`config.mk`:
```
export PLATFORM = sky130hd
export DESIGN_NAME = serial_frame_aligner
export DESIGN_NICKNAME = d
export VERILOG_FILES = /design/src/rtl/sfa_pkg.sv /design/src/rtl/sfa_shift.sv /design/src/rtl/sfa_match.sv /design/src/rtl/sfa_aligner.sv /design/src/rtl/serial_frame_aligner.sv
export SDC_FILE = /design/constraint.sdc
export NUM_CORES = 1
export LEC_CHECK = 0
export ABC_AREA = 1
export CAP_MARGIN = 20
export CORE_MARGIN = 2
export CORE_UTILIZATION = 55
export CTS_CLUSTER_SIZE = 28
export DETAILED_ROUTE_END_ITERATION = 8
export DONT_BUFFER_PORTS = 1
export PLACE_DENSITY = 0.67
export SETUP_SLACK_MARGIN = 0.02
export SKIP_CTS_REPAIR_TIMING = 1
export SLEW_MARGIN = 20
export SYNTH_ARGS = -nofsm -noshare
export SYNTH_HDL_FRONTEND = slang
export SYNTH_SLANG_ARGS = --single-unit
```
`constraint.sdc`:
```
create_clock -name clk -period 1.7 [get_ports clk]
set_clock_uncertainty 0.1 [all_clocks]
set_input_delay 0.34 -clock clk [delete_from_list [all_inputs] [get_ports clk]]
set_output_delay 0.34 -clock clk [all_outputs]
set_load 0.1 [all_outputs]
```
`src/rtl/sfa_pkg.sv`:
```
package sfa_pkg;
   localparam int unsigned BYTE_W = 8;
   localparam logic [BYTE_W-1:0] A1_DEF = 8'hF6;
   localparam logic [BYTE_W-1:0] A2_DEF = 8'h28;
   typedef logic [BYTE_W-1:0] byte_t;
endpackage

```
`src/rtl/sfa_shift.sv`:
```
module sfa_shift #(
   parameter int unsigned HIST = 48
) (
   input  logic            clk,
   input  logic            rst,
   input  logic            bit_en,
   input  logic            sdata,
   output logic [HIST-1:0] hist
);
   always_ff @(posedge clk) begin
      if (rst)
         hist <= '0;
      else if (bit_en)
         hist <= {hist[HIST-2:0], sdata};
   end
endmodule

```
`src/rtl/sfa_match.sv`:
```
module sfa_match #(
   parameter int unsigned        REPS   = 3,
   parameter sfa_pkg::byte_t     A1_PAT = sfa_pkg::A1_DEF,
   parameter sfa_pkg::byte_t     A2_PAT = sfa_pkg::A2_DEF,
   localparam int unsigned       BW     = sfa_pkg::BYTE_W,
   localparam int unsigned       NBYTES = 2 * REPS,
   localparam int unsigned       WIN    = NBYTES * BW
) (
   input  logic [WIN-1:0] window,
   output logic           hit
);
   logic [NBYTES-1:0] byte_ok;

   // byte slot 0 holds the newest bits; the newest REPS slots must be A2
   for (genvar g = 0; g < NBYTES; g++) begin : g_slot
      if (g < REPS) begin : g_a2
         assign byte_ok[g] = (window[g*BW +: BW] == A2_PAT);
      end else begin : g_a1
         assign byte_ok[g] = (window[g*BW +: BW] == A1_PAT);
      end
   end

   assign hit = &byte_ok;
endmodule

```
`src/rtl/sfa_aligner.sv`:
```
module sfa_aligner #(
   localparam int unsigned BW  = sfa_pkg::BYTE_W,
   localparam int unsigned CW  = $clog2(BW)
) (
   input  logic           clk,
   input  logic           rst,
   input  logic           bit_en,
   input  logic           realign,
   input  sfa_pkg::byte_t cur_byte,
   output sfa_pkg::byte_t pdata,
   output logic           byte_stb,
   output logic           frame_pulse
);
   logic [CW-1:0] bit_cnt;
   logic          cnt_wrap;
   logic          byte_done;

   assign cnt_wrap  = (bit_cnt == CW'(BW - 1));
   assign byte_done = bit_en && (cnt_wrap || realign);

   always_ff @(posedge clk) begin
      if (rst) begin
         bit_cnt <= '0;
      end else if (bit_en) begin
         if (byte_done)
            bit_cnt <= '0;
         else
            bit_cnt <= bit_cnt + 1'b1;
      end
   end

   always_ff @(posedge clk) begin
      if (rst) begin
         pdata       <= '0;
         byte_stb    <= 1'b0;
         frame_pulse <= 1'b0;
      end else begin
         byte_stb <= byte_done;
         if (byte_done) begin
            pdata       <= cur_byte;
            frame_pulse <= realign;
         end
      end
   end
endmodule

```
`src/rtl/serial_frame_aligner.sv`:
```
module serial_frame_aligner #(
   parameter int unsigned    REPS   = 3,
   parameter sfa_pkg::byte_t A1_PAT = sfa_pkg::A1_DEF,
   parameter sfa_pkg::byte_t A2_PAT = sfa_pkg::A2_DEF
) (
   input  logic       clk,
   input  logic       rst,
   input  logic       bit_en,
   input  logic       sdata,
   input  logic       oof,
   output logic [7:0] pdata,
   output logic       byte_stb,
   output logic       frame_pulse
);
   localparam int unsigned BW   = sfa_pkg::BYTE_W;
   localparam int unsigned WIN  = 2 * REPS * BW;
   localparam int unsigned HIST = WIN - 1;

   if (REPS < 1 || REPS > 16) begin : g_bad_reps
      $error("serial_frame_aligner: REPS out of range");
   end
   if (A1_PAT == A2_PAT) begin : g_bad_pat
      $error("serial_frame_aligner: A1 and A2 patterns must differ");
   end

   logic [HIST-1:0] hist;
   logic [WIN-1:0]  window;
   logic            pat_hit;
   logic            realign;

   sfa_shift #(.HIST(HIST)) u_shift (
      .clk    (clk),
      .rst    (rst),
      .bit_en (bit_en),
      .sdata  (sdata),
      .hist   (hist)
   );

   assign window = {hist, sdata};

   sfa_match #(.REPS(REPS), .A1_PAT(A1_PAT), .A2_PAT(A2_PAT)) u_match (
      .window (window),
      .hit    (pat_hit)
   );

   assign realign = oof && pat_hit;

   sfa_aligner u_align (
      .clk         (clk),
      .rst         (rst),
      .bit_en      (bit_en),
      .realign     (realign),
      .cur_byte    (window[BW-1:0]),
      .pdata       (pdata),
      .byte_stb    (byte_stb),
      .frame_pulse (frame_pulse)
   );
endmodule

```
==> out/metrics.csv <==
stage;metric;value;unit
placed_design;dpl.hpwl;2.72;mm
yosys;synth_cells;299;
yosys;ys_warn_count;0;
placed_design;gp_congestion;0.721;
floorplanning;design.core.area;4060;um^2
cts;cts.htree.levels;3;
grt;grt_pass1_wl;7.38;mm
setup_path;crit_path_end;u_align.pdata[2];
yosys;synth_area;2360;um^2
grt;grt_use_total;0.192;
yosys;synthDistinctLibCells;23;
setup_path;cp.required;1.87;ns
sta;rsz0062_at_grt;true;
grt;grt_max_degree;55;
sta;hold_viol;0;
yosys;synth_seq_cells;60;
cts;clk_pin_slew;0.07;ns
placed_design;pre_cts_slack;0.0911;ns
yosys;ys_top_cells_by_area;dfxtp_1, o21ai_0, nor2_1, a21oi_1, nand2_1;
setup_path;arrival;1.86;ns
detailed_routing;antenna_left;0;
cts;cts_root_buf;clkbuf_8;
sta;fin_crit_sh;0.996;
floorplanning;die-area;4820;um^2
sta;timing.fmax;591;MHz
setup_path;r2r_cells;13;
detailed_routing;drc;0;
power;ir_drop;0.578;mV
yosys;synth_top_area_share;0.510;
yosys;synthMuxAreaShare;0;
sta;tightest_slew;0.384;ns
grt;grt_antenna_before_repair;0;
setup_path;rr_endpoint;u_align.pdata[2];
layout;nets;327;
detailed_routing;drt_iter0_drc;69;
layout;final_util;0.685;
floorplanning;ioPinCount;15;
power;power_density;1010;nW/um^2
layout;drive_above_1_share;0.215;
cts;cts_sinks;60;
cts;clkLatencyLatePin;0.33;ns
run;cap_violations;0;
detailed_routing;finalWirelength;4.81;mm
floorplanning;die_w;69.5;um
setup_path;startpoint_type;flip-flop;
detailed_routing;drtPass1Iterations;4;
outcome;status;finished, final reports clean;
grt;overflow;0;
cts;clock_path_buffers;2;
placed_design;place_area;2440;um^2
cts;cts_buffers;9;
placed_design;numPortBuffers;0;
sta;slew_violations;0;
grt;grt_pass1_vias;1673;
yosys;yosys.area.top_type;dfxtp_1;
setup_path;critPathKind;flip-flop to flip-flop;
floorplanning;start_util;0.581;
setup_path;cp_max_fo;8;
yosys;synth_nets;306;
detailed_routing;vias_per_cell;5.15;
sta;finalCriticalPeriod;1.69;ns
yosys;synth_top_family_by_area;simple AND/OR/NAND/NOR gates;
sta;final.setup.tns;0;ns
sta;max_slew_margin;0.743;
yosys;synth_simple_gate_area_share;0.220;
layout;final_area;2780;um^2
sta;setup_ws;0.00712;ns
sta;finalSetupViolations;0;
yosys;synth.yosys.seq_area_share;0.510;
setup_path;r2r_slack;0.007;ns
setup_path;crit_start;u_shift.hist[4];
min_path;hp-class;input port to flip-flop;
yosys;synth_xor_area_frac;0;
layout;diodes;0;
detailed_routing;vias;1933;
layout;area_growth;18.0;%
setup_path;r2r_start;u_shift.hist[4];
floorplanning;rows;23;
cts;cts_tree;built;
setup_path;cp-end-kind;flip-flop;
detailed_routing;post_drt_wl_per_cell;12.8;um
yosys;synth_compound_gate_area_share;0.177;
yosys;syn_avg_cell_area;7.88;um^2
power;leakage;1.17;nW
yosys;synthAdderAreaFrac;0.0106;
floorplanning;dieHeight;69.5;um
## how the worst min path moves through the flow
| stage | start | end | slack [ns] | cells past startpoint |
|---|---|---|---|---|
| 6_report | bit_en | u_shift.hist[22] | 0.01 | 1 |
| 5_1_grt | bit_en | u_shift.hist[22] | 0.0005 | 1 |
| 4_1_cts | rst | u_align.frame_pulse | -0.04 | 1 |
| 3_5_place_dp | rst | u_align.frame_pulse | 0.31 | 1 |
| 3_3_place_gp | rst | u_align.frame_pulse | 0.30 | 1 |
| 2_1_floorplan | u_shift.hist[0] | u_align.pdata[1] | 0.33 | 2 |
## routing by layer
layer  global-route usage  vias to the layer above  routed length (um)
li1                     -                     1007                   -
met1                0.235                      886                2370
met2                0.303                       30                2180
met3               0.0567                       10                 162
met4                0.105                        0                  97
met5                    0                        -                   0
## cells in the mapped netlist, drive strengths merged
cell,number
nand4,1
nand2,43
a21oi,33
nor3,2
clkbuf,13
buf,5
nand3,13
dfxtp,60
o21ai,45
a211oi,2
nor2,52
inv,27
ha,2
o21a,1
## registers in the layout (all words and copies together) (netlist names)
register             cells
u_align.bit_cnt          3
u_align.frame_pulse      1
u_align.pdata            8
u_align.byte_stb         1
u_shift.hist            47
## critical path: stages, from the launching register on
cell and delay [ns]:
dfxtp_2 0.35, inv_2 0.04, nor2_2 0.09, nand2_1 0.06, nor2_1 0.11, nand2_2 0.07
nor2_2 0.13, nand2_2 0.09, nand2_4 0.10, nand2_8 0.09, nor2_8 0.13, buf_6 0.12
nand2_1 0.07, nand2_1 0.08
## report_power, final
part	switching [W]	internal [W]
combinational	0.000115	0.0000761
clock	0.000513	0.000566
sequential	0.0000476	0.00148
## layout make-up
class	instances	area (um^2)
clock buffers	14	153
clock inverters	2	10.0
fillers	323	1280
inverters	27	101
multi-input cells	194	1000
flip-flops and latches	60	1200
well taps	50	62.6
repair buffers	28	244
## cell families (layout without fill, tap and decap cells)
group,count (synthesis),count (layout)
adders and majority gates,2,2
AOI/OAI and AO/OA,81,81
buffers and inverters,45,71
DFF,60,60
and+or+nand+nor,111,111
## metrics by stage
step	hold slack [ns]	instances	power (W)
after floorplan	0.335	299	0.00171
after global placement	0.304	345	0.00172
after detailed placement	0.310	345	0.00173
after CTS	-0.0410	361	0.00280
after global routing	0.000506	375	0.00293
final	0.0117	375	0.00280
## placed cells by master, fill, tap and decap left out, types with 10 or more instances in the layout
cell type,netlist,routed
dfxtp_1,60,58
nor2_1,49,44
nand3_2,8,10
a21oi_1,32,32
nand2_1,39,34
buf_4,0,23
inv_1,26,25
o21ai_0,39,39
clkbuf_8,0,10
(Power assumes the default switching activity.)
